**src/rtl/mhf_pkg.sv**
```systemverilog
package mhf_pkg;

  // Destination address classes, in priority order below promiscuous.
  typedef enum logic [1:0] {
    CLS_UNICAST   = 2'd0,
    CLS_MULTICAST = 2'd1,
    CLS_BROADCAST = 2'd2
  } addr_class_e;

  typedef struct packed {
    logic promisc;
    logic allmulti;
    logic bcast;
  } filt_mode_t;

endpackage

```
**src/rtl/mhf_crc_engine.sv**
```systemverilog
// Running CRC over octets, one octet per clock, bit 0 of each octet first.
module mhf_crc_engine #(
  parameter int unsigned   OCTET_W = 8,
  parameter int unsigned   CRC_W   = 32,
  parameter logic [CRC_W-1:0] POLY = 32'h04C11DB7,
  parameter logic [CRC_W-1:0] INIT = 32'hFFFFFFFF
) (
  input  logic               clk,
  input  logic               rst_n,
  input  logic               octet_en_i,
  input  logic               octet_first_i,
  input  logic [OCTET_W-1:0] octet_i,
  output logic [CRC_W-1:0]   crc_o
);

  logic [CRC_W-1:0] crc_q;
  logic [CRC_W-1:0] crc_d;
  logic [CRC_W-1:0] seed;
  logic [CRC_W-1:0] chain [OCTET_W+1];

  always_comb begin
    seed = octet_first_i ? INIT : crc_q;
  end

  assign chain[0] = seed;

  for (genvar b = 0; b < OCTET_W; b++) begin : g_bit
    logic fb;
    assign fb          = chain[b][CRC_W-1] ^ octet_i[b];
    assign chain[b+1]  = {chain[b][CRC_W-2:0], 1'b0} ^ (fb ? POLY : '0);
  end

  always_comb begin
    crc_d = crc_q;
    if (octet_en_i) begin
      crc_d = chain[OCTET_W];
    end
  end

  always_ff @(posedge clk or negedge rst_n) begin
    if (!rst_n) begin
      crc_q <= INIT;
    end else begin
      crc_q <= crc_d;
    end
  end

  assign crc_o = crc_q;

endmodule

```
**src/rtl/mhf_addr_capture.sv**
```systemverilog
// Collects the destination address octets and signals completion.
module mhf_addr_capture #(
  parameter int unsigned ADDR_BYTES = 6,
  parameter int unsigned OCTET_W    = 8,
  localparam int unsigned ADDR_W    = ADDR_BYTES * OCTET_W,
  localparam int unsigned CNT_W     = $clog2(ADDR_BYTES + 1)
) (
  input  logic               clk,
  input  logic               rst_n,
  input  logic               octet_valid_i,
  input  logic               octet_first_i,
  input  logic [OCTET_W-1:0] octet_i,
  output logic               take_o,
  output logic               take_first_o,
  output logic [ADDR_W-1:0]  addr_o,
  output logic               done_o
);

  localparam logic [CNT_W-1:0] CNT_FULL = CNT_W'(ADDR_BYTES);
  localparam logic [CNT_W-1:0] CNT_ONE  = CNT_W'(1);

  logic [CNT_W-1:0]  cnt_q;
  logic [CNT_W-1:0]  cnt_d;
  logic              done_q;
  logic              done_d;
  logic              take;
  logic [ADDR_W-1:0] addr_q;

  // Next state: a first octet always restarts, others extend a partial address.
  always_comb begin
    take  = 1'b0;
    cnt_d = cnt_q;
    if (octet_valid_i) begin
      if (octet_first_i) begin
        take  = 1'b1;
        cnt_d = CNT_ONE;
      end else if ((cnt_q != '0) && (cnt_q < CNT_FULL)) begin
        take  = 1'b1;
        cnt_d = cnt_q + CNT_ONE;
      end
    end
    done_d = take && (cnt_d == CNT_FULL);
  end

  always_ff @(posedge clk or negedge rst_n) begin
    if (!rst_n) begin
      cnt_q  <= '0;
      done_q <= 1'b0;
    end else begin
      cnt_q  <= cnt_d;
      done_q <= done_d;
    end
  end

  // Datapath register: enabled shift, no reset needed.
  always_ff @(posedge clk) begin
    if (take) begin
      addr_q <= {addr_q[ADDR_W-OCTET_W-1:0], octet_i};
    end
  end

  assign take_o       = take;
  assign take_first_o = take & octet_first_i;
  assign addr_o       = addr_q;
  assign done_o       = done_q;

  assert_cnt_bound_R9: assert property (@(posedge clk) disable iff (!rst_n)
    cnt_q <= CNT_FULL);

  assert_restart_R8: assert property (@(posedge clk) disable iff (!rst_n)
    (octet_valid_i && octet_first_i) |=> (cnt_q == CNT_ONE) && !done_o);

endmodule

```
**src/rtl/mhf_decide.sv**
```systemverilog
// Classifies the captured address and looks up the verdict.
module mhf_decide
  import mhf_pkg::*;
#(
  parameter int unsigned ADDR_BYTES = 6,
  parameter int unsigned OCTET_W    = 8,
  parameter int unsigned CRC_W      = 32,
  parameter int unsigned TBL_W      = 32,
  localparam int unsigned ADDR_W    = ADDR_BYTES * OCTET_W,
  localparam int unsigned STA_LO_W  = 4 * OCTET_W,
  localparam int unsigned STA_HI_W  = ADDR_W - STA_LO_W,
  localparam int unsigned IDX_W     = $clog2(TBL_W)
) (
  input  logic [ADDR_W-1:0]   addr_i,
  input  logic [CRC_W-1:0]    crc_i,
  input  filt_mode_t          mode_i,
  input  logic [STA_HI_W-1:0] station_hi_i,
  input  logic [STA_LO_W-1:0] station_lo_i,
  input  logic [TBL_W-1:0]    tbl_lo_i,
  input  logic [TBL_W-1:0]    tbl_hi_i,
  output addr_class_e         cls_o,
  output logic                accept_o
);

  logic             group_bit;
  logic             all_ones;
  logic             word_sel;
  logic [IDX_W-1:0] bit_idx;
  logic [TBL_W-1:0] tbl_word;
  logic             tbl_hit;
  logic             sta_match;

  always_comb begin
    // Octet 0 sits in the top octet; its bit 0 is the group bit.
    group_bit = addr_i[ADDR_W-OCTET_W];
    all_ones  = &addr_i;
    word_sel  = crc_i[CRC_W-1];
    bit_idx   = crc_i[CRC_W-2 -: IDX_W];
    tbl_word  = word_sel ? tbl_hi_i : tbl_lo_i;
    tbl_hit   = tbl_word[bit_idx];
    sta_match = (addr_i == {station_hi_i, station_lo_i});

    if (all_ones) begin
      cls_o = CLS_BROADCAST;
    end else if (group_bit) begin
      cls_o = CLS_MULTICAST;
    end else begin
      cls_o = CLS_UNICAST;
    end

    if (mode_i.promisc) begin
      accept_o = 1'b1;
    end else begin
      unique case (cls_o)
        CLS_BROADCAST: accept_o = mode_i.bcast;
        CLS_MULTICAST: accept_o = mode_i.allmulti | tbl_hit;
        default:       accept_o = sta_match;
      endcase
    end
  end

endmodule

```
**src/rtl/mhf_addr_filter.sv**
```systemverilog
// Receive destination address filter: station match, broadcast, hash bucket.
module mhf_addr_filter
  import mhf_pkg::*;
#(
  parameter int unsigned      ADDR_BYTES = 6,
  parameter int unsigned      OCTET_W    = 8,
  parameter int unsigned      CRC_W      = 32,
  parameter logic [CRC_W-1:0] CRC_POLY   = 32'h04C11DB7,
  parameter logic [CRC_W-1:0] CRC_INIT   = 32'hFFFFFFFF,
  parameter int unsigned      TBL_W      = 32,
  localparam int unsigned     ADDR_W     = ADDR_BYTES * OCTET_W,
  localparam int unsigned     STA_LO_W   = 4 * OCTET_W,
  localparam int unsigned     STA_HI_W   = ADDR_W - STA_LO_W
) (
  input  logic                clk,
  input  logic                rst_n,
  input  logic                octet_valid,
  input  logic                octet_first,
  input  logic [OCTET_W-1:0]  octet_data,
  input  logic                promisc_en,
  input  logic                allmulti_en,
  input  logic                bcast_en,
  input  logic [STA_HI_W-1:0] station_hi,
  input  logic [STA_LO_W-1:0] station_lo,
  input  logic [TBL_W-1:0]    hash_lo,
  input  logic [TBL_W-1:0]    hash_hi,
  output logic                verdict_valid,
  output logic                verdict_accept
);

  logic              take;
  logic              take_first;
  logic [ADDR_W-1:0] addr;
  logic              done;
  logic [CRC_W-1:0]  crc;
  filt_mode_t        mode;
  addr_class_e       cls;
  logic              accept;

  assign mode = '{promisc: promisc_en, allmulti: allmulti_en, bcast: bcast_en};

  mhf_addr_capture #(
    .ADDR_BYTES (ADDR_BYTES),
    .OCTET_W    (OCTET_W)
  ) u_capture (
    .clk           (clk),
    .rst_n         (rst_n),
    .octet_valid_i (octet_valid),
    .octet_first_i (octet_first),
    .octet_i       (octet_data),
    .take_o        (take),
    .take_first_o  (take_first),
    .addr_o        (addr),
    .done_o        (done)
  );

  mhf_crc_engine #(
    .OCTET_W (OCTET_W),
    .CRC_W   (CRC_W),
    .POLY    (CRC_POLY),
    .INIT    (CRC_INIT)
  ) u_crc (
    .clk           (clk),
    .rst_n         (rst_n),
    .octet_en_i    (take),
    .octet_first_i (take_first),
    .octet_i       (octet_data),
    .crc_o         (crc)
  );

  mhf_decide #(
    .ADDR_BYTES (ADDR_BYTES),
    .OCTET_W    (OCTET_W),
    .CRC_W      (CRC_W),
    .TBL_W      (TBL_W)
  ) u_decide (
    .addr_i       (addr),
    .crc_i        (crc),
    .mode_i       (mode),
    .station_hi_i (station_hi),
    .station_lo_i (station_lo),
    .tbl_lo_i     (hash_lo),
    .tbl_hi_i     (hash_hi),
    .cls_o        (cls),
    .accept_o     (accept)
  );

  assign verdict_valid  = done;
  assign verdict_accept = done & accept;

  assert_single_pulse_R2: assert property (@(posedge clk) disable iff (!rst_n)
    verdict_valid |=> !verdict_valid);

  assert_accept_qualified_R2: assert property (@(posedge clk) disable iff (!rst_n)
    !verdict_valid |-> !verdict_accept);

  assert_promisc_keeps_R3: assert property (@(posedge clk) disable iff (!rst_n)
    (verdict_valid && promisc_en) |-> verdict_accept);

  assert_bcast_gate_R4: assert property (@(posedge clk) disable iff (!rst_n)
    (verdict_valid && !promisc_en && (cls == CLS_BROADCAST)) |-> (verdict_accept == bcast_en));

  assert_unicast_mismatch_R7: assert property (@(posedge clk) disable iff (!rst_n)
    (verdict_valid && !promisc_en && (cls == CLS_UNICAST) &&
     (addr != {station_hi, station_lo})) |-> !verdict_accept);

endmodule

```
**config.mk**
```make
export PLATFORM = sky130hd
export DESIGN_NAME = mhf_addr_filter
export DESIGN_NICKNAME = d
export VERILOG_FILES = /design/src/rtl/mhf_pkg.sv /design/src/rtl/mhf_crc_engine.sv /design/src/rtl/mhf_addr_capture.sv /design/src/rtl/mhf_decide.sv /design/src/rtl/mhf_addr_filter.sv
export SDC_FILE = /design/constraint.sdc
export NUM_CORES = 1
export LEC_CHECK = 0
export BUFFER_PORTS_ARGS = -buffer_cell sky130_fd_sc_hd__buf_2
export CELL_PAD_IN_SITES_DETAIL_PLACEMENT = 0
export CELL_PAD_IN_SITES_GLOBAL_PLACEMENT = 2
export CORE_MARGIN = 3
export CORE_UTILIZATION = 30
export CTS_BUF_LIST = sky130_fd_sc_hd__clkbuf_4 sky130_fd_sc_hd__clkbuf_8 sky130_fd_sc_hd__clkbuf_16
export CTS_CLUSTER_SIZE = 28
export DETAILED_ROUTE_END_ITERATION = 8
export PLACE_DENSITY = 0.74
export SETUP_SLACK_MARGIN = 0.3
export SLEW_MARGIN = 20
export SYNTH_ARGS = -nofsm -noshare
export SYNTH_HDL_FRONTEND = slang
export SYNTH_SLANG_ARGS = --single-unit
```
**constraint.sdc**
```tcl
create_clock -name clk -period 2.75 [get_ports clk]
set_input_delay 0 -clock clk [delete_from_list [all_inputs] [get_ports clk]]
set_output_delay 0 -clock clk [all_outputs]
set_load 0.005 [all_outputs]
```
==> impl_metrics.tcl <==
set metrics [dict create \
    status "complete, no violations" \
    overflow 0 \
    finalSetupTns_ns 0 \
    rsz0062_at_grt "true" \
    worst-setup-path-type "flip-flop to primary output" \
    core_area_um2 16900 \
    rows 47 \
    syn_inst 443 \
    hpwlAfterDp_um 11100 \
    clkSlewWorstSetupHoldPaths_ns 0.07 \
    worstSetupStartpointType "flip-flop" \
    grt_pass1_vias 4026 \
    arrival_ns 2.44 \
    vias_per_cell 4.68 \
    max-clock-path-buffers 2 \
    r2r_cells 7 \
    finalCritPeriodShare_pct 88.6 \
    routed_wl_um 14600 \
    synth_warnings 0 \
    start_util_pct 31.1 \
    min_period_ns 2.44 \
    required_ns 2.75 \
    syn_area_per_cell_um2 11.9 \
    seq_area_frac_synth_pct 45.4 \
    grt_start_max_net_pins 65 \
    cts_buffers 9 \
    synth_seq_cells 84 \
    synthFlopType "edfxtp_1" \
    relSlewSlack_pct 44.0 \
    numPortBuffers 128 \
    antenna_found_initial 0 \
    hold_slack_ns 0.0498 \
    dpl_cell_area_um2 6160 \
    drc 0 \
    slew_viol_final 0 \
    setup_viol 0 \
    design.portCount 129 \
    chipWidth_um 138 \
    drt_iter0_markers 251 \
    synth_area_um2 5250 \
    cp-end-kind "primary output" \
    fillCellCount 1685 \
    root_buffer "clkbuf_16" \
    p_per_area_nw_per_um2 1190 \
    insertion_delay_ns 0.35 \
    worst_slew_pin_slew_ns 0.840 \
    min-delay-path-class "input port to flip-flop" \
    die_h_um 138 \
    cellLeakagePower_nw 2.63 \
    postSynth.asyncResetShare_pct 42.9 \
    grtUsageTotal_pct 15.3 \
    vias 3796 \
    grt_pass1_wl_um 22900 \
    gp_congestion 0.834 \
    tritoncts "yes" \
    die_area_um2 19100 \
    final_cell_area_um2 6670 \
    synth_fp_nets 572 \
    synth_edf_count 48 \
    finalHoldViolations 0 \
    first_pass_iters 4 \
    register_area_um2 2390 \
    fin_nets 715 \
    htree_levels 3 \
    wl_per_cell_um 18.0 \
    drive_gt1_share_pct 40.1 \
    num_antenna_cells 0 \
    fmax_ghz 0.410 \
    multi_input_area_um2 2760 \
    ant_nets 0 \
    drv_cap 0 \
    skew_ns 0.00825 \
    hold-path-cell-count 2 \
    synthToLayoutAreaGrowth_pct 26.9 \
    vdd_drop_max_mv 1.01 \
    numClockSinks 84 \
    worstPathMaxFanout 6 \
    synth_cell_types 51 \
]
-- what timing repair did --
action                     in CTS  in global routing
setup buffers                   6                  2
setup endpoints to repair       1                  2
hold endpoints to repair       12                  0
gates resized for setup        18                  3
pin swaps                       1                  1
hold buffers                    9                  0
-- metrics by stage --
stage	utilization (%)	power [mW]	instances	worst slack, ns
after floorplan	-	5.64	443	0.347
after global placement	36.5	6.50	778	0.444
after detailed placement	36.5	6.55	778	0.399
after CTS	39.3	8.01	809	0.306
after global routing	39.5	8.49	811	0.194
final	39.5	7.93	811	0.313
-- logic make-up (layout without fill, tap and decap cells) --
logic type | Yosys count | after routing | synth area share, %
xor+xnor | 131 | 131 | 26.4
simple gates | 122 | 122 | 11.2
flops | 84 | 84 | 45.4
compound gates | 56 | 56 | 5.96
buf+inv | 27 | 175 | 2.62
mux | 21 | 21 | 7.96
fa+ha+maj | 2 | 2 | 0.476
-- metal layers --
metal  global-route usage, %  share of wire [%]  vias up
li1                        -                  -     1847
met2                    25.6                 50       96
met5                       0                  0        -
met3                    3.49                4.9       17
met1                    19.9                 44     1836
met4                    4.37                1.5        0
-- cell type report --
| type | instances | area share, % |
|---|---|---|
| inverters | 5 | 0.338 |
| clock buffers | 9 | 3.38 |
| repair buffers | 154 | 13.6 |
| clock inverters | 7 | 1.22 |
| multi-input cells | 332 | 41.4 |
| well taps | 220 | 4.13 |
| flip-flops and latches | 84 | 35.9 |
-- where the power goes --
group / switching (mW) / leakage [nW] / internal [mW] / total [mW]
Clock: 0.541 / 0.153 / 0.720 / 1.26
Combinational: 1.92 / 1.62 / 2.28 / 4.20
Sequential: 0.454 / 0.852 / 2.02 / 2.47
-- worst max-delay path, cell delays in order (launching register included) --
cell      delay, ns
dfstp_4        0.68
buf_4          0.13
mux4_2         0.48
nor2_1         0.11
o21ai_1        0.10
a211o_1        0.24
nand4b_1       0.12
o31ai_2        0.07
buf_2          0.15
-- registers in the layout, summed over array words and instances (netlist names) --
name and flops:
u_capture.cnt_q 3, u_crc.crc_o 32, u_capture.done_o 1, u_capture.addr_o 48
-- cell usage after synthesis, types with 5 or more instances --
| master | count | area (um^2) |
|---|---|---|
| edfxtp_1 | 48 | 1440 |
| mux4_2 | 11 | 248 |
| xor2_1 | 58 | 508 |
| inv_1 | 5 | 18.8 |
| dfstp_2 | 32 | 841 |
| xnor2_4 | 5 | 138 |
| nand3_1 | 5 | 25.0 |
| o21ai_1 | 9 | 45.0 |
| nand2_1 | 38 | 143 |
| a21oi_1 | 6 | 30.0 |
| o21ai_0 | 29 | 145 |
| clkbuf_1 | 9 | 33.8 |
| xnor2_2 | 5 | 81.3 |
| nand4_1 | 15 | 93.8 |
| nor2_1 | 34 | 128 |
| nor4_1 | 14 | 87.6 |
| buf_2 | 7 | 35.0 |
| xnor2_1 | 54 | 473 |
-- path summary, 6_finish.rpt --
check,to,slack (ns),from
setup / recovery,verdict_accept,0.31,u_crc.crc_o[26]$_DFFE_PN1P_
min in group asynchronous,u_capture.cnt_q[1]$_DFF_PN0_,0.30,rst_n
hold reg to reg,u_crc.crc_o[16]$_DFFE_PN1P_,0.46,u_crc.crc_o[16]$_DFFE_PN1P_
setup reg to reg,u_crc.crc_o[11]$_DFFE_PN1P_,0.40,u_crc.crc_o[31]$_DFFE_PN1P_
max in group asynchronous,u_capture.done_o$_DFF_PN0_,1.93,rst_n
hold / removal,u_capture.cnt_q[2]$_DFF_PN0_,0.05,octet_valid
-- cell usage in the layout, fill, tap and decap left out, types with 14 or more instances in the layout --
cell type  instances
buf_2            128
mux4_2            14
nand2_1           38
edfxtp_1          48
nor2_1            34
nand4_1           15
xor2_1            58
dfstp_2           29
o21ai_0           27
xnor2_1           54
No activity file was read; power rests on OpenSTA's default activity.
